### src/rtl/hsmf_pkg.sv
package hsmf_pkg;
  typedef struct packed {
    logic accept;  // edge taken, new line
    logic interp;  // window expired, synthetic line
    logic reject;  // edge outside window
  } line_evt_t;
endpackage

### src/rtl/hsmf_edge_det.sv
module hsmf_edge_det #(
  parameter int unsigned STAGES = 2
) (
  input  logic clk_i,
  input  logic rst_ni,
  input  logic raw_i,
  output logic fall_o
);
  logic [STAGES-1:0] sync_q;
  logic              last_q;

  always_ff @(posedge clk_i or negedge rst_ni) begin
    if (!rst_ni) begin
      sync_q <= '1;
      last_q <= 1'b1;
    end else begin
      sync_q[0] <= raw_i;
      for (int i = 1; i < STAGES; i++) sync_q[i] <= sync_q[i-1];
      last_q <= sync_q[STAGES-1];
    end
  end

  assign fall_o = last_q & ~sync_q[STAGES-1];
endmodule

### src/rtl/hsmf_line_ctr.sv
module hsmf_line_ctr import hsmf_pkg::*; #(
  parameter int unsigned LINE_HI = 576,
  parameter int unsigned LINE_LO = 448,
  parameter int unsigned WIN     = 8,
  parameter int unsigned CNT_W   = 10
) (
  input  logic             clk_i,
  input  logic             rst_ni,
  input  logic             fall_i,
  input  logic             mode_lo_i,
  output line_evt_t        evt_o,
  output logic             locked_o,
  output logic [CNT_W-1:0] cnt_o
);
  localparam logic [CNT_W-1:0] NOM_HI = CNT_W'(LINE_HI - 1);
  localparam logic [CNT_W-1:0] NOM_LO = CNT_W'(LINE_LO - 1);
  localparam logic [CNT_W-1:0] WIN_C  = CNT_W'(WIN);

  logic [CNT_W-1:0] cnt_q, nom, win_lo, win_hi;
  logic             locked_q, in_win;

  always_comb begin
    nom    = mode_lo_i ? NOM_LO : NOM_HI;
    win_lo = nom - WIN_C;
    win_hi = nom + WIN_C;
    in_win = (cnt_q >= win_lo) && (cnt_q <= win_hi);
  end

  always_comb begin
    evt_o = '0;
    if (!locked_q) begin
      evt_o.accept = fall_i;
    end else if (fall_i && in_win) begin
      evt_o.accept = 1'b1;
    end else begin
      evt_o.reject = fall_i;
      // >= keeps a mode switch past the new window from stalling
      evt_o.interp = (cnt_q >= win_hi);
    end
  end

  always_ff @(posedge clk_i or negedge rst_ni) begin
    if (!rst_ni) begin
      cnt_q    <= '0;
      locked_q <= 1'b0;
    end else if (evt_o.accept) begin
      cnt_q    <= '0;
      locked_q <= 1'b1;
    end else if (evt_o.interp) begin
      cnt_q <= WIN_C;  // stay on the nominal grid
    end else if (locked_q) begin
      cnt_q <= cnt_q + 1'b1;
    end
  end

  assign locked_o = locked_q;
  assign cnt_o    = cnt_q;
endmodule

### src/rtl/hsmf_pulse_gen.sv
module hsmf_pulse_gen #(
  parameter int unsigned PW_HI = 42,
  parameter int unsigned PW_LO = 33,
  parameter int unsigned PW_W  = 6
) (
  input  logic clk_i,
  input  logic rst_ni,
  input  logic start_i,
  input  logic mode_lo_i,
  output logic pulse_o
);
  localparam logic [PW_W-1:0] LEN_HI_M1 = PW_W'(PW_HI - 1);
  localparam logic [PW_W-1:0] LEN_LO_M1 = PW_W'(PW_LO - 1);

  logic [PW_W-1:0] rem_q;
  logic            act_q;

  always_ff @(posedge clk_i or negedge rst_ni) begin
    if (!rst_ni) begin
      act_q <= 1'b0;
      rem_q <= '0;
    end else if (start_i) begin
      act_q <= 1'b1;
      rem_q <= mode_lo_i ? LEN_LO_M1 : LEN_HI_M1;
    end else if (act_q) begin
      if (rem_q == '0) act_q <= 1'b0;
      else             rem_q <= rem_q - 1'b1;
    end
  end

  assign pulse_o = act_q;
endmodule

### src/rtl/hsmf_line_flags.sv
module hsmf_line_flags import hsmf_pkg::*; (
  input  logic      clk_i,
  input  logic      rst_ni,
  input  line_evt_t evt_i,
  output logic      interp_o,
  output logic      noise_o
);
  logic acc_q, noise_q, interp_q, boundary;

  assign boundary = evt_i.accept | evt_i.interp;

  always_ff @(posedge clk_i or negedge rst_ni) begin
    if (!rst_ni) begin
      acc_q    <= 1'b0;
      noise_q  <= 1'b0;
      interp_q <= 1'b0;
    end else if (boundary) begin
      noise_q  <= acc_q | evt_i.reject;
      interp_q <= evt_i.interp & ~evt_i.accept;
      acc_q    <= 1'b0;
    end else if (evt_i.reject) begin
      acc_q <= 1'b1;
    end
  end

  assign interp_o = interp_q;
  assign noise_o  = noise_q;
endmodule

### src/rtl/hsync_mask_fill.sv
module hsync_mask_fill import hsmf_pkg::*; #(
  parameter int unsigned LINE_HI     = 576,
  parameter int unsigned LINE_LO     = 448,
  parameter int unsigned WIDTH_HI    = 42,
  parameter int unsigned WIDTH_LO    = 33,
  parameter int unsigned WIN         = 8,
  parameter int unsigned SYNC_STAGES = 2
) (
  input  logic clk_i,
  input  logic rst_ni,
  input  logic sync_raw_i,
  input  logic mode_lo_i,
  output logic hsync_o,
  output logic interp_o,
  output logic noise_o
);
  localparam int unsigned MAX_LINE = (LINE_HI > LINE_LO) ? LINE_HI : LINE_LO;
  localparam int unsigned MAX_PW   = (WIDTH_HI > WIDTH_LO) ? WIDTH_HI : WIDTH_LO;
  localparam int unsigned CNT_W    = $clog2(MAX_LINE + WIN + 1);
  localparam int unsigned PW_W     = $clog2(MAX_PW + 1);

  logic             fall;
  line_evt_t        evt;
  logic             locked;
  logic [CNT_W-1:0] cnt;

  hsmf_edge_det #(.STAGES(SYNC_STAGES)) u_edge (
    .clk_i (clk_i),
    .rst_ni(rst_ni),
    .raw_i (sync_raw_i),
    .fall_o(fall)
  );

  hsmf_line_ctr #(
    .LINE_HI(LINE_HI), .LINE_LO(LINE_LO), .WIN(WIN), .CNT_W(CNT_W)
  ) u_ctr (
    .clk_i    (clk_i),
    .rst_ni   (rst_ni),
    .fall_i   (fall),
    .mode_lo_i(mode_lo_i),
    .evt_o    (evt),
    .locked_o (locked),
    .cnt_o    (cnt)
  );

  hsmf_pulse_gen #(.PW_HI(WIDTH_HI), .PW_LO(WIDTH_LO), .PW_W(PW_W)) u_pulse (
    .clk_i    (clk_i),
    .rst_ni   (rst_ni),
    .start_i  (evt.accept | evt.interp),
    .mode_lo_i(mode_lo_i),
    .pulse_o  (hsync_o)
  );

  hsmf_line_flags u_flags (
    .clk_i   (clk_i),
    .rst_ni  (rst_ni),
    .evt_i   (evt),
    .interp_o(interp_o),
    .noise_o (noise_o)
  );
endmodule

### config.mk
export PLATFORM = sky130hd
export DESIGN_NAME = hsync_mask_fill
export DESIGN_NICKNAME = d
export VERILOG_FILES = /design/src/rtl/hsmf_pkg.sv /design/src/rtl/hsmf_edge_det.sv /design/src/rtl/hsmf_line_ctr.sv /design/src/rtl/hsmf_pulse_gen.sv /design/src/rtl/hsmf_line_flags.sv /design/src/rtl/hsync_mask_fill.sv
export SDC_FILE = /design/constraint.sdc
export NUM_CORES = 1
export LEC_CHECK = 0
export ABC_AREA = 1
export CELL_PAD_IN_SITES_DETAIL_PLACEMENT = 1
export CELL_PAD_IN_SITES_GLOBAL_PLACEMENT = 2
export CORE_MARGIN = 8
export CORE_UTILIZATION = 39
export CTS_CLUSTER_DIAMETER = 120
export DETAILED_ROUTE_END_ITERATION = 12
export PLACE_DENSITY = 0.78
export SYNTH_ARGS = -nofsm -noshare
export SYNTH_HDL_FRONTEND = slang
export SYNTH_SLANG_ARGS = --single-unit
### constraint.sdc
create_clock -name clk_i -period 3.63 [get_ports clk_i]
set_input_delay 0.5445 -clock clk_i [delete_from_list [all_inputs] [get_ports clk_i]]
set_output_delay 0.5445 -clock clk_i [all_outputs]
set_load 0.005 [all_outputs]
==> results.toml, run 1 <==
[status]
status = "finished, final reports clean"

[flow_run]
maxCapViolCount = 0

[drt]
routed_wl_um = 2740
viasPerCell = 4.75
drc = 0
wl_met2_um = 1340
drt_iter0_markers = 18
wl_met3_um = 51
wl_met1_um = 1320
wl_per_cell_um = 13.2
top_layer = "met4"
firstDrtPassIters = 3
antenna_left = 0
vias = 984

[placement]
portBuffers = 6
gp_congestion = 0.757
hpwl_um = 2140

[timing]
drv_slew = 0
rsz0062_at_grt = "false"
finClkSkew_ns = 0.00173
setup_viol = 0
relSlewSlack = 0.252
worstMarginPinSlew_ns = 1.12
min_period_ns = 2.35
hold_ws_ns = 0.371
clock.fmax_ghz = 0.426
min_period_over_period = 0.647
fin_setup_tns_ns = 0
finalHoldViolCount = 0

[power_and_ir_drop]
power_density_mw_per_mm2 = 728
p_int_uw = 685
max-vdd-ir-drop_mv = 0.328
clkPwrFrac = 0.173
pwr-share-comb = 0.428
power.leakage_uw = 0.000730
sw_frac_of_total = 0.384
p_seq_frac = 0.398
p_sw_uw = 426
finalPower_uw = 1110

[grt]
grt_pass1_vias = 1105
gr-total-overflow = 0
grt_pass1_wl_um = 5000
grt_max_degree = 25
track_usage = 0.114
grt_antenna_before_repair = 0

[logic_synthesis]
synth_seq_cells = 24
syn_area_per_cell_um2 = 8.99
yosysUniqueCellTypes = 32
synth_flop_cell = "dfrtp_1"
ys_warn_count = 0
synth_nets = 163
synth_enable_flop_cells = 0
synth.cell_area_mm2 = 0.00138
ys_top_cells_by_area = "dfrtp_1 38%, nand2_1 7.1%, dfstp_2 5.7%, ha_1 5.5%, xor2_1 5.1%"
async_flop_share = 1.00
synth_top_area_frac = 0.382
yosysTopAreaCell = "dfrtp_1"
ys_seq_area_frac = 0.439
syn_inst = 153

[finish]
largest_reg_flops = 10
fin_util = 0.454
nets = 172
diodes = 0
mostFrequentLayoutCell = "nand2_1"
drive_above_1_share = 0.217
final_cell_mix = "26 x nand2_1, 21 x dfrtp_1, 18 x inv_1"
syn2layout_area_growth_pct = 11.0

[clocking]
cts_tree = "built"
cts-buffers-inserted = 3
ctsResizeCount = 0
post_cts_buffers = 0
clk_pin_slew_ns = 0.13
h-tree-depth = 1
clock_sinks = 24
cts_hold_buf = 0
clock_latency_ns = 0.31
cts.path.max_buffers = 2
cts_root_buf = "clkbuf_4"

[floorplanning]
fp.dieH_um = 75.4
start_util = 0.409
rows = 21
die_area_mm2 = 0.00568
core_area_mm2 = 0.00336
fp.dieW_um = 75.4
io_pins = 7

[worst_setup_path]
end_kind = "flip-flop"
cp_max_fo = 14
cp.arrival_ns = 2.56
reg2reg_depth = 13
start_kind = "primary input"
crit_type = "in -> reg"
critical_path_required_ns = 3.85

[worst_hold_path]
hold_path_class = "reg -> reg"
hold_depth = 0
[stage by stage]
stage / setup WS (ns) / cells / area, µm²
after floorplan: 1.72 / 153 / 1380
after global placement: 0.976 / 203 / 1470
after detailed placement: 0.904 / 203 / 1470
after CTS: 1.26 / 207 / 1530
after global routing: 1.05 / 207 / 1530
final: 1.28 / 207 / 1530
[worst paths after layout]
check | from | to | slack (ns)
setup / recovery | mode_lo_i | u_flags.noise_o | 1.28
max in group asynchronous | rst_ni | u_pulse.rem_q[1] | 2.15
hold / removal | u_edge.sync_q[0] | u_edge.sync_q[1] | 0.37
min in group asynchronous | rst_ni | u_ctr.cnt_o[6] | 0.82
hold reg to reg | u_edge.sync_q[0] | u_edge.sync_q[1] | 0.37
setup reg to reg | u_ctr.cnt_o[9] | u_flags.noise_o | 1.65
[logic make-up (layout without fill, tap and decap cells)]
logic type | Yosys count | count (layout) | synth area share
simple gates | 78 | 78 | 0.321
flops | 24 | 24 | 0.439
compound gates | 9 | 9 | 0.0382
buf+inv | 25 | 33 | 0.0764
fa+ha+maj | 6 | 6 | 0.0546
xor+xnor | 11 | 11 | 0.0701
[cell usage after synthesis, types with 2 or more instances]
cell      n
a21oi_1   2
dfrtp_1  21
dfstp_2   3
ha_1      6
inv_1    18
inv_2     4
nand2_1  26
nand2_2   6
nand2_4   2
nand3_1  11
nand3_2   2
nand4_1   3
nor2_1   12
nor2_2    6
nor2_4    3
o21ai_0   3
xnor2_1   3
xor2_1    8
[power by group through the flow]
stage	sequential, µW	clock [µW]	combinational (µW)
detailed placement	448	0	486
global route	460	213	555
global placement	445	0	482
CTS	445	204	489
finish	443	193	476
floorplan	430	0	380
[layout make-up]
class	count	area, µm²
clock inverter	1	30.0
sequential	24	604
multi-input combinational	104	666
tap	46	57.6
fill	426	1840
inverter	23	86.3
timing repair buffer	6	60.1
clock buffer	3	22.5
[per-layer routing]
metal,GRT usage,vias to the layer above
li1,-,502
met1,0.143,476
met2,0.193,4
met3,0.0211,2
met4,0.0384,0
met5,0,-
[worst max-delay path: stages]
cell and delay (ns):
clkdlybuf4s50_1 0.49, inv_1 0.08, ha_1 0.31, nand2_2 0.12, nor2_1 0.05, nor2_1 0.12, nand2_1 0.08, nand2_2 0.09
nand2_2 0.06, nand2_2 0.07, nand2_4 0.08, nand2_4 0.26, inv_2 0.09, nand2_1 0.06, o21ai_1 0.05
Note: power is estimated with default switching activity, not from simulation.
==> inputs of run 2 (changes only) <==
CORE_UTILIZATION = 33   (was 39)
PLACE_DENSITY = 0.7   (was 0.78)
clock period = 2.1 ns   (was 3.63 ns; I/O delays follow)
==> results.toml, run 2 (synthesis gave the netlist of run 1 again) <==
[placement]
hpwl_um = 2280
gp_congestion = 0.742
detailedPlace.worstSlack_ns = -0.248
portBuffers = 6
dp_cells = 218

[floorplanning]
start_util = 0.344
io_pins = 7
fp.dieW_um = 80.6
die_area_mm2 = 0.00649
fp.dieH_um = 80.6
core_area_mm2 = 0.00400
rows = 23

[finish]
instances_no_fill = 222
mostFrequentLayoutCell = "nand2_1"
nets = 183
largest_reg_flops = 10
syn2layout_area_growth_pct = 20.7
fin_util = 0.415
seqCellArea_um2 = 604
multi_input_area_um2 = 678
fill_cells = 454
drive_above_1_share = 0.279
diodes = 0
final_cell_mix = "26 x nand2_1, 21 x dfrtp_1, 17 x inv_1"

[worst_setup_path]
end_kind = "flip-flop"
cp_top_family = "simple AND/OR/NAND/NOR gates"
crit_type = "reg -> reg"
cp.arrival_ns = 2.02
critical_path_required_ns = 2.29
path_cells = "ha_1, nand2_2, inv_1, a21oi_2, nand2_1, nand2_2, nand2_2, nand2_4, nand2_8, buf_4, a21oi_2"
cp_num_buf_inv = 2
start_kind = "flip-flop"
cp_slowest_cell = "dfrtp_1"
cp_max_fo = 8
cpMostUsedCell = "nand2_2"
max_stage_delay_ns = 0.40

[clocking]
clk_pin_slew_ns = 0.09
cts_hold_buf = 0
clock_sinks = 24
clock_latency_ns = 0.26
h-tree-depth = 1
cts_root_buf = "clkbuf_8"
cts-buffers-inserted = 3
cts_tree = "built"
cts.path.max_buffers = 2

[grt]
grt_antenna_before_repair = 0
gr-total-overflow = 0
grt_pass1_vias = 1171
track_usage = 0.105
grt_max_degree = 25
grt_pass1_wl_um = 5410

[drt]
antenna_left = 0
firstDrtPassIters = 4
drc = 0
vias = 1033
wl_per_cell_um = 12.7
viasPerCell = 4.65
drt_iter0_markers = 34
routed_wl_um = 2820

[timing]
min_period_over_period = 0.871
setup_ws_ns = 0.271
clock.fmax_ghz = 0.547
setup_viol = 0
finalHoldViolCount = 0
hold_ws_ns = 0.364
finClkSkew_ns = 0.00315
fin_setup_tns_ns = 0
worstMarginPinSlew_ns = 0.502
rsz0062_at_grt = "false"
drv_slew = 0
min_period_ns = 1.83
relSlewSlack = 0.664

[power_and_ir_drop]
max-vdd-ir-drop_mv = 0.529
power.leakage_uw = 0.000805
power_density_mw_per_mm2 = 1240

[flow_run]
maxCapViolCount = 0

[status]
status = "finished, final reports clean"

[worst_hold_path]
hold_path_class = "reg -> reg"
[run 2: area by class of cell]
| class | instances | area share |
|---|---|---|
| Multi-Input combinational cell | 104 | 0.408 |
| Tap cell | 50 | 0.0377 |
| Clock inverter | 1 | 0.0181 |
| Clock buffer | 3 | 0.0249 |
| Inverter | 23 | 0.0520 |
| Timing Repair Buffer | 17 | 0.0950 |
| Sequential cell | 24 | 0.364 |
[run 2: path summary, 6_finish.rpt]
kind	slack [ns]	from	cells after the start	endpoint
worst max-delay path	0.27	u_ctr.cnt_o[9]	11	u_pulse.rem_q[1]
worst min-delay path	0.36	u_edge.sync_q[0]	0	u_edge.sync_q[1]
worst max register to register	0.27	u_ctr.cnt_o[9]	11	u_pulse.rem_q[1]
worst min register to register	0.36	u_edge.sync_q[0]	0	u_edge.sync_q[1]
max in group asynchronous	1.41	rst_ni	2	u_edge.sync_q[0]
min in group asynchronous	0.40	rst_ni	2	u_pulse.rem_q[1]
[run 2: worst register-to-register path, stage by stage (launching register included)]
cell and delay [ns]:
dfrtp_1 0.40, ha_1 0.31, nand2_2 0.13, inv_1 0.07, a21oi_2 0.13, nand2_1 0.11
nand2_2 0.10, nand2_2 0.06, nand2_4 0.11, nand2_8 0.08, buf_4 0.16, a21oi_2 0.11
[run 2: power by group]
group / leakage, µW / switching (µW) / internal [µW] / total, µW
registers: 0.000282 / 134 / 630 / 764
logic: 0.000487 / 482 / 417 / 899
clock network: 0.0000357 / 146 / 255 / 400
[run 2: routing by layer]
metal	GRT usage	vias to the layer above	wire length [µm]
met2	0.176	6	1410
met4	0.0382	0	24
met1	0.129	503	1330
li1	-	522	-
met3	0.0223	2	53
met5	0	-	0
[run 2: stage by stage]
step	power (µW)	cell area [µm²]
after detailed placement	1680	1570
after global placement	1630	1570
after global routing	2280	1660
after floorplan	1400	1380
after CTS	2100	1650
final	2060	1660
[run 2: repair_timing]
item / in CTS / in global routing
resized for setup: 0 / 5
setup buffers: 0 / 0
endpoints found under the setup margin: 0 / 19
